$ cat src/rtl/atomic_rmw_unit.sv
module atomic_rmw_unit #(
  parameter int AW = 8,
  parameter int DW = 32,
  parameter int TW = 5
)(
  input  logic          clk,
  input  logic          rst_n,
  input  logic          op_valid,
  output logic          op_ready,
  input  logic [1:0]    op_kind,
  input  logic [AW-1:0] op_addr,
  input  logic [DW-1:0] op_arg_a,
  input  logic [DW-1:0] op_arg_b,
  input  logic [TW-1:0] op_dst,
  input  logic          wb_empty,
  output logic          resp_valid,
  output logic [DW-1:0] resp_old,
  output logic [TW-1:0] resp_dst,
  output logic          getm_valid,
  output logic [AW-1:0] getm_addr,
  output logic          evict_dirty,
  output logic [AW-1:0] evict_addr,
  output logic [DW-1:0] evict_data,
  input  logic          grant_valid,
  input  logic [DW-1:0] grant_data,
  input  logic          snp_valid,
  output logic          snp_ready,
  input  logic          snp_getm,
  input  logic [AW-1:0] snp_addr,
  output logic          snp_ack,
  output logic          snp_dirty,
  output logic [DW-1:0] snp_data
);
  typedef enum logic [2:0] {IDLE, DRAIN, ACQUIRE, READ, WRITE, RESPOND} st_t;
  typedef enum logic [1:0] {LN_I, LN_S, LN_M} ln_t;

  st_t st, st_nx;
  ln_t ln_st;
  logic [AW-1:0] ln_tag, k_addr;
  logic [DW-1:0] ln_data, k_a, k_b, old_q, new_val;
  logic [1:0]    k_kind;
  logic [TW-1:0] k_dst;
  logic hit_m, snp_take, snp_match, fill;

  assign hit_m     = (ln_st == LN_M) && (ln_tag == k_addr);
  assign fill      = (st == ACQUIRE) && !hit_m && grant_valid;
  assign op_ready  = (st == IDLE);
  assign resp_valid = (st == RESPOND);
  assign resp_old  = old_q;
  assign resp_dst  = k_dst;

  assign getm_valid  = (st == ACQUIRE) && !hit_m;
  assign getm_addr   = k_addr;
  assign evict_dirty = getm_valid && (ln_st == LN_M);
  assign evict_addr  = ln_tag;
  assign evict_data  = ln_data;

  assign snp_ready = !((st == READ) || (st == WRITE) ||
                       ((st == ACQUIRE) && (hit_m || grant_valid)));
  assign snp_take  = snp_valid && snp_ready;
  assign snp_match = (ln_st != LN_I) && (ln_tag == snp_addr);

  always_comb begin
    case (k_kind)
      2'd0:    new_val = DW'(1);
      2'd1:    new_val = (old_q == k_a) ? k_b : old_q;
      2'd2:    new_val = old_q + k_a;
      default: new_val = old_q;
    endcase
  end

  always_comb begin
    st_nx = st;
    case (st)
      IDLE:    if (op_valid) st_nx = DRAIN;
      DRAIN:   if (wb_empty) st_nx = ACQUIRE;
      ACQUIRE: if (hit_m || grant_valid) st_nx = READ;
      READ:    st_nx = WRITE;
      WRITE:   st_nx = RESPOND;
      default: st_nx = IDLE;
    endcase
  end

  always_ff @(posedge clk) begin
    if (!rst_n) begin
      st     <= IDLE;
      k_kind <= '0;
      k_addr <= '0;
      k_a    <= '0;
      k_b    <= '0;
      k_dst  <= '0;
      old_q  <= '0;
    end else begin
      st <= st_nx;
      if (st == IDLE && op_valid) begin
        k_kind <= op_kind;
        k_addr <= op_addr;
        k_a    <= op_arg_a;
        k_b    <= op_arg_b;
        k_dst  <= op_dst;
      end
      if (st == READ) old_q <= ln_data;
    end
  end

  always_ff @(posedge clk) begin
    if (!rst_n) begin
      ln_st   <= LN_I;
      ln_tag  <= '0;
      ln_data <= '0;
    end else if (fill) begin
      ln_st   <= LN_M;
      ln_tag  <= k_addr;
      ln_data <= grant_data;
    end else if (st == WRITE) begin
      ln_data <= new_val;
    end else if (snp_take && snp_match) begin
      if (snp_getm) ln_st <= LN_I;
      else if (ln_st == LN_M) ln_st <= LN_S;
    end
  end

  always_ff @(posedge clk) begin
    if (!rst_n) begin
      snp_ack   <= 1'b0;
      snp_dirty <= 1'b0;
      snp_data  <= '0;
    end else begin
      snp_ack   <= snp_take;
      snp_dirty <= snp_take && snp_match && (ln_st == LN_M);
      snp_data  <= ln_data;
    end
  end
endmodule

$ cat config.mk
export PLATFORM = sky130hd
export DESIGN_NAME = atomic_rmw_unit
export DESIGN_NICKNAME = d
export VERILOG_FILES = /design/src/rtl/atomic_rmw_unit.sv
export SDC_FILE = /design/constraint.sdc
export NUM_CORES = 1
export LEC_CHECK = 0
export CELL_PAD_IN_SITES_DETAIL_PLACEMENT = 0
export CELL_PAD_IN_SITES_GLOBAL_PLACEMENT = 1
export CORE_ASPECT_RATIO = 1.25
export CORE_MARGIN = 2
export CORE_UTILIZATION = 50
export CTS_CLUSTER_DIAMETER = 120
export CTS_CLUSTER_SIZE = 28
export DETAILED_ROUTE_END_ITERATION = 8
export DONT_BUFFER_PORTS = 1
export HOLD_SLACK_MARGIN = 0.06
export PLACE_DENSITY_LB_ADDON = 0.1
export SETUP_SLACK_MARGIN = 0.2
export SKIP_CTS_REPAIR_TIMING = 1
export SLEW_MARGIN = 20
export SYNTH_ARGS = -nofsm -noshare
export SYNTH_HDL_FRONTEND = slang
export SYNTH_SLANG_ARGS = --single-unit
$ cat constraint.sdc
create_clock -name clk -period 7.9 [get_ports clk]
set_input_delay 0.79 -clock clk [delete_from_list [all_inputs] [get_ports clk]]
set_output_delay 0.79 -clock clk [all_outputs]
set_load 0.1 [all_outputs]
==> flow_metrics.py <==
metrics = {
    "run_status": {
        "outcome": "complete, no violations",
    },
    "cells_and_area": {
        "nFillCells": 1848,
        "fin_util_pct": 55.2,
        "total_nets_final": 1340,
        "design_area_um2": 10400,
        "leading_cell_types_in_the_layout_fill_and_taps_excluded": "sky130_fd_sc_hd__nand2_1, sky130_fd_sc_hd__dfxtp_1, sky130_fd_sc_hd__a21oi_1",
        "sequential_cell_area_um2": 3800,
        "final_common_cell": "sky130_fd_sc_hd__nand2_1",
        "layout-drive-gt1-share_pct": 7.70,
        "area_growth_syn_to_layout_pct": 7.70,
        "multi_input_area_um2": 5490,
    },
    "cts": {
        "cts.sinks": 190,
        "clk_pin_slew_worst_paths_ns": 0.07,
        "ctsRootBufferMaster": "sky130_fd_sc_hd__clkbuf_16",
        "cts_tree": "yes",
        "cts_buffers": 17,
        "ctsLongestPathBuffers": 2,
        "clk_latency_ns": 0.44,
        "total_number_of_h_tree_levels": 4,
    },
    "floorplanning": {
        "die_area_um2": 20500,
        "floorplan_die_width_um": 129,
        "io_pins": 250,
        "die_height_um": 160,
        "floorplan.initialDensity_pct": 51.2,
        "num_rows": 56,
        "core_area_um2": 18900,
    },
    "worst_setup_path": {
        "timing.critical_path.fanout_max": 28,
        "timing_worst_setup_path_type": "reg -> reg",
        "slowest_stage": "sky130_fd_sc_hd__dfxtp_1",
        "timing.critical_path.cells": "ha_1 -> nor4_1 -> nand4_1 -> or3_4 -> nor2_8 -> mux2_2 -> a32oi_1 -> o311a_1 -> o21ai_0",
        "worst-endpoint-required_ns": 8.22,
        "cpPeakStageDelay_ns": 1.05,
        "data_arrival_time_of_the_critical_path_ns": 4.39,
        "crit_path_end_kind": "flop",
        "crit_path_start_kind": "flop",
    },
    "hold_path": {
        "worstHoldPathType": "reg -> reg",
    },
    "logic_synthesis": {
        "netlist_instances": 1223,
        "synth.area.top_cells": "sky130_fd_sc_hd__dfxtp_1, sky130_fd_sc_hd__nand2_1, sky130_fd_sc_hd__a21oi_1",
        "synth-xor-area-share_pct": 3.16,
        "synth_top_area_share_pct": 39.3,
        "mean_instance_size_in_the_synthesized_netlist_um2": 7.92,
        "synth_top_family_by_area": "compound AO/OA/AOI/OAI gates",
        "synth-warning-count": 0,
        "synth-async-reset-ratio_pct": 0,
        "yosysUniqueCellTypes": 67,
        "synth_edf_count": 0,
        "share_of_the_synthesized_area_in_compound_gates_ao_oa_aoi_oai_pct": 23.4,
        "post_synth_and_or_nand_nor_area_fraction_pct": 23.2,
        "synth-adder-area-share_pct": 4.21,
        "muxShareOfSynthArea_pct": 2.13,
        "synth_top_cell_by_area": "sky130_fd_sc_hd__dfxtp_1",
        "postSynthNetCount": 1381,
        "synth-seq-area-share_pct": 39.3,
        "ys_flop_type": "sky130_fd_sc_hd__dfxtp_1",
        "ys_seq_elements": 190,
        "synth.cell_area_um2": 9690,
    },
    "sta": {
        "finalClockSkew_ns": 0.0112,
        "timing.hold.ws_ns": 0.464,
        "report.final.setup_viol": 0,
        "period_share_pct": 51.4,
        "report.final.slew_viol_count": 0,
        "final.min_clock_period_ns": 4.06,
        "slew-limit-headroom_pct": 24.6,
        "tightest_slew_ns": 1.13,
        "timing.final.hold_violations": 0,
        "setup-tns-final_ns": 0,
        "fmaxAchievable_ghz": 0.246,
        "grt_setup_unrepaired": "no",
    },
    "global_route": {
        "track_usage_pct": 29.9,
        "grt_util_met2_pct": 52.9,
        "via_count_of_the_first_global_routing_pass": 8383,
        "total_grt_overflow": 0,
        "grt_most_used_layer": "met2",
        "grt_start_max_net_pins": 138,
        "use_met3_pct": 6.53,
        "initial_antenna_violation_count": 3,
        "grt_first_pass_wirelength_um": 47700,
        "groute.layer.met1.usage_pct": 34.1,
    },
    "drt": {
        "post_drt_wl_per_cell_um": 21.7,
        "firstDrtPassIters": 5,
        "remaining_antenna_violation_count": 0,
        "drt_iter0_markers": 578,
        "wl_final_um": 31000,
        "via_per_inst": 6.03,
        "post-route-drc-count": 0,
        "vias": 8625,
    },
    "pwr": {
        "power.ir.vdd_worst_uv": 133,
        "power.leakage_nw": 4.09,
        "cellPowerDensity_nw_per_um2": 214,
    },
    "job": {
        "max_cap_viol_count": 0,
    },
    "placement": {
        "placed_area_um2": 9860,
        "placement.io_buffers": 0,
        "hpwlAfterDp_um": 21700,
        "routabilityCongestion": 0.903,
    },
}
==> cell families after synthesis <==
kind of cell,count (synthesis)
muxes,19
buffers and inverters,102
adders and majority gates,32
and+or+nand+nor,498
AOI/OAI and AO/OA,347
DFF,190
xor gates and xnor gates,35
==> area by class of cell <==
type / count / share of cell area (%)
antenna: 3 / 0.0719
multi-input combinational: 931 / 52.6
clock inverter: 10 / 0.983
timing repair buffer: 26 / 2.06
sequential: 190 / 36.5
tap: 232 / 2.78
inverter: 16 / 0.576
clock buffer: 22 / 4.45
==> flip-flops by register name (all words and copies together) (netlist names), 3 cells and up <==
name        count
evict_addr      8
evict_data     32
getm_addr       8
k_a            32
k_b            32
resp_dst        5
resp_old       32
snp_data       32
st              3
==> worst paths after layout <==
kind,start,to,slack [ns],depth (start not counted)
worst max register to register,resp_old[27]$_SDFFE_PN0N_,evict_data[25]$_SDFFE_PN0P_,3.84,9
worst min-delay path,k_b[1]$_SDFFE_PN0P_,k_b[1]$_SDFFE_PN0P_,0.46,2
worst max-delay path,resp_old[27]$_SDFFE_PN0N_,evict_data[25]$_SDFFE_PN0P_,3.84,9
worst min register to register,k_b[1]$_SDFFE_PN0P_,k_b[1]$_SDFFE_PN0P_,0.46,2
==> Yosys cell counts (9+ instances only) <==
library cell	n
sky130_fd_sc_hd__a22o_1	9
sky130_fd_sc_hd__and2_1	43
sky130_fd_sc_hd__xor2_1	25
sky130_fd_sc_hd__o21ai_0	59
sky130_fd_sc_hd__dfxtp_1	190
sky130_fd_sc_hd__a221oi_1	17
sky130_fd_sc_hd__clkbuf_1	67
sky130_fd_sc_hd__a21oi_1	101
sky130_fd_sc_hd__mux2_2	13
sky130_fd_sc_hd__and3_1	9
sky130_fd_sc_hd__or3_1	15
sky130_fd_sc_hd__buf_2	11
sky130_fd_sc_hd__xnor2_1	10
sky130_fd_sc_hd__inv_1	15
sky130_fd_sc_hd__nand2_1	314
sky130_fd_sc_hd__nor3_1	25
sky130_fd_sc_hd__nand3_1	18
sky130_fd_sc_hd__nor2_1	34
sky130_fd_sc_hd__nor4_1	10
sky130_fd_sc_hd__ha_1	31
sky130_fd_sc_hd__a21boi_0	67
sky130_fd_sc_hd__o211ai_1	14
sky130_fd_sc_hd__a21o_1	17
==> worst max-delay path: cells and delay by family, from the launching register on <==
family	cells	cell delay (ns)
simple gates	4	1.59
fa+ha+maj	1	0.48
compound gates	3	0.41
flops	1	1.05
mux	1	0.39
==> per-layer routing <==
metal	vias up	wire, um
li1	4177	-
met1	4111	12200
met2	285	15800
met3	52	1860
met4	0	1100
met5	-	0
==> through the flow <==
step	setup slack, ns	total power, W	cells
2_1_floorplan	2.59	0.00134	1223
3_3_place_gp	3.94	0.00141	1395
3_5_place_dp	3.88	0.00141	1395
4_1_cts	3.86	0.00224	1427
5_1_grt	3.66	0.00231	1430
6_report	3.84	0.00223	1430
==> power by group <==
part / internal (W) / switching, W / total, W / leakage [nW]
Sequential: 0.000999 / 0.000143 / 0.00114 / 1.55
Combinational: 0.0000803 / 0.000165 / 0.000246 / 2.28
Clock: 0.000455 / 0.000386 / 0.000841 / 0.265
Total: 0.00154 / 0.000694 / 0.00223 / 4.09
Note: power is estimated with default switching activity, not from simulation.
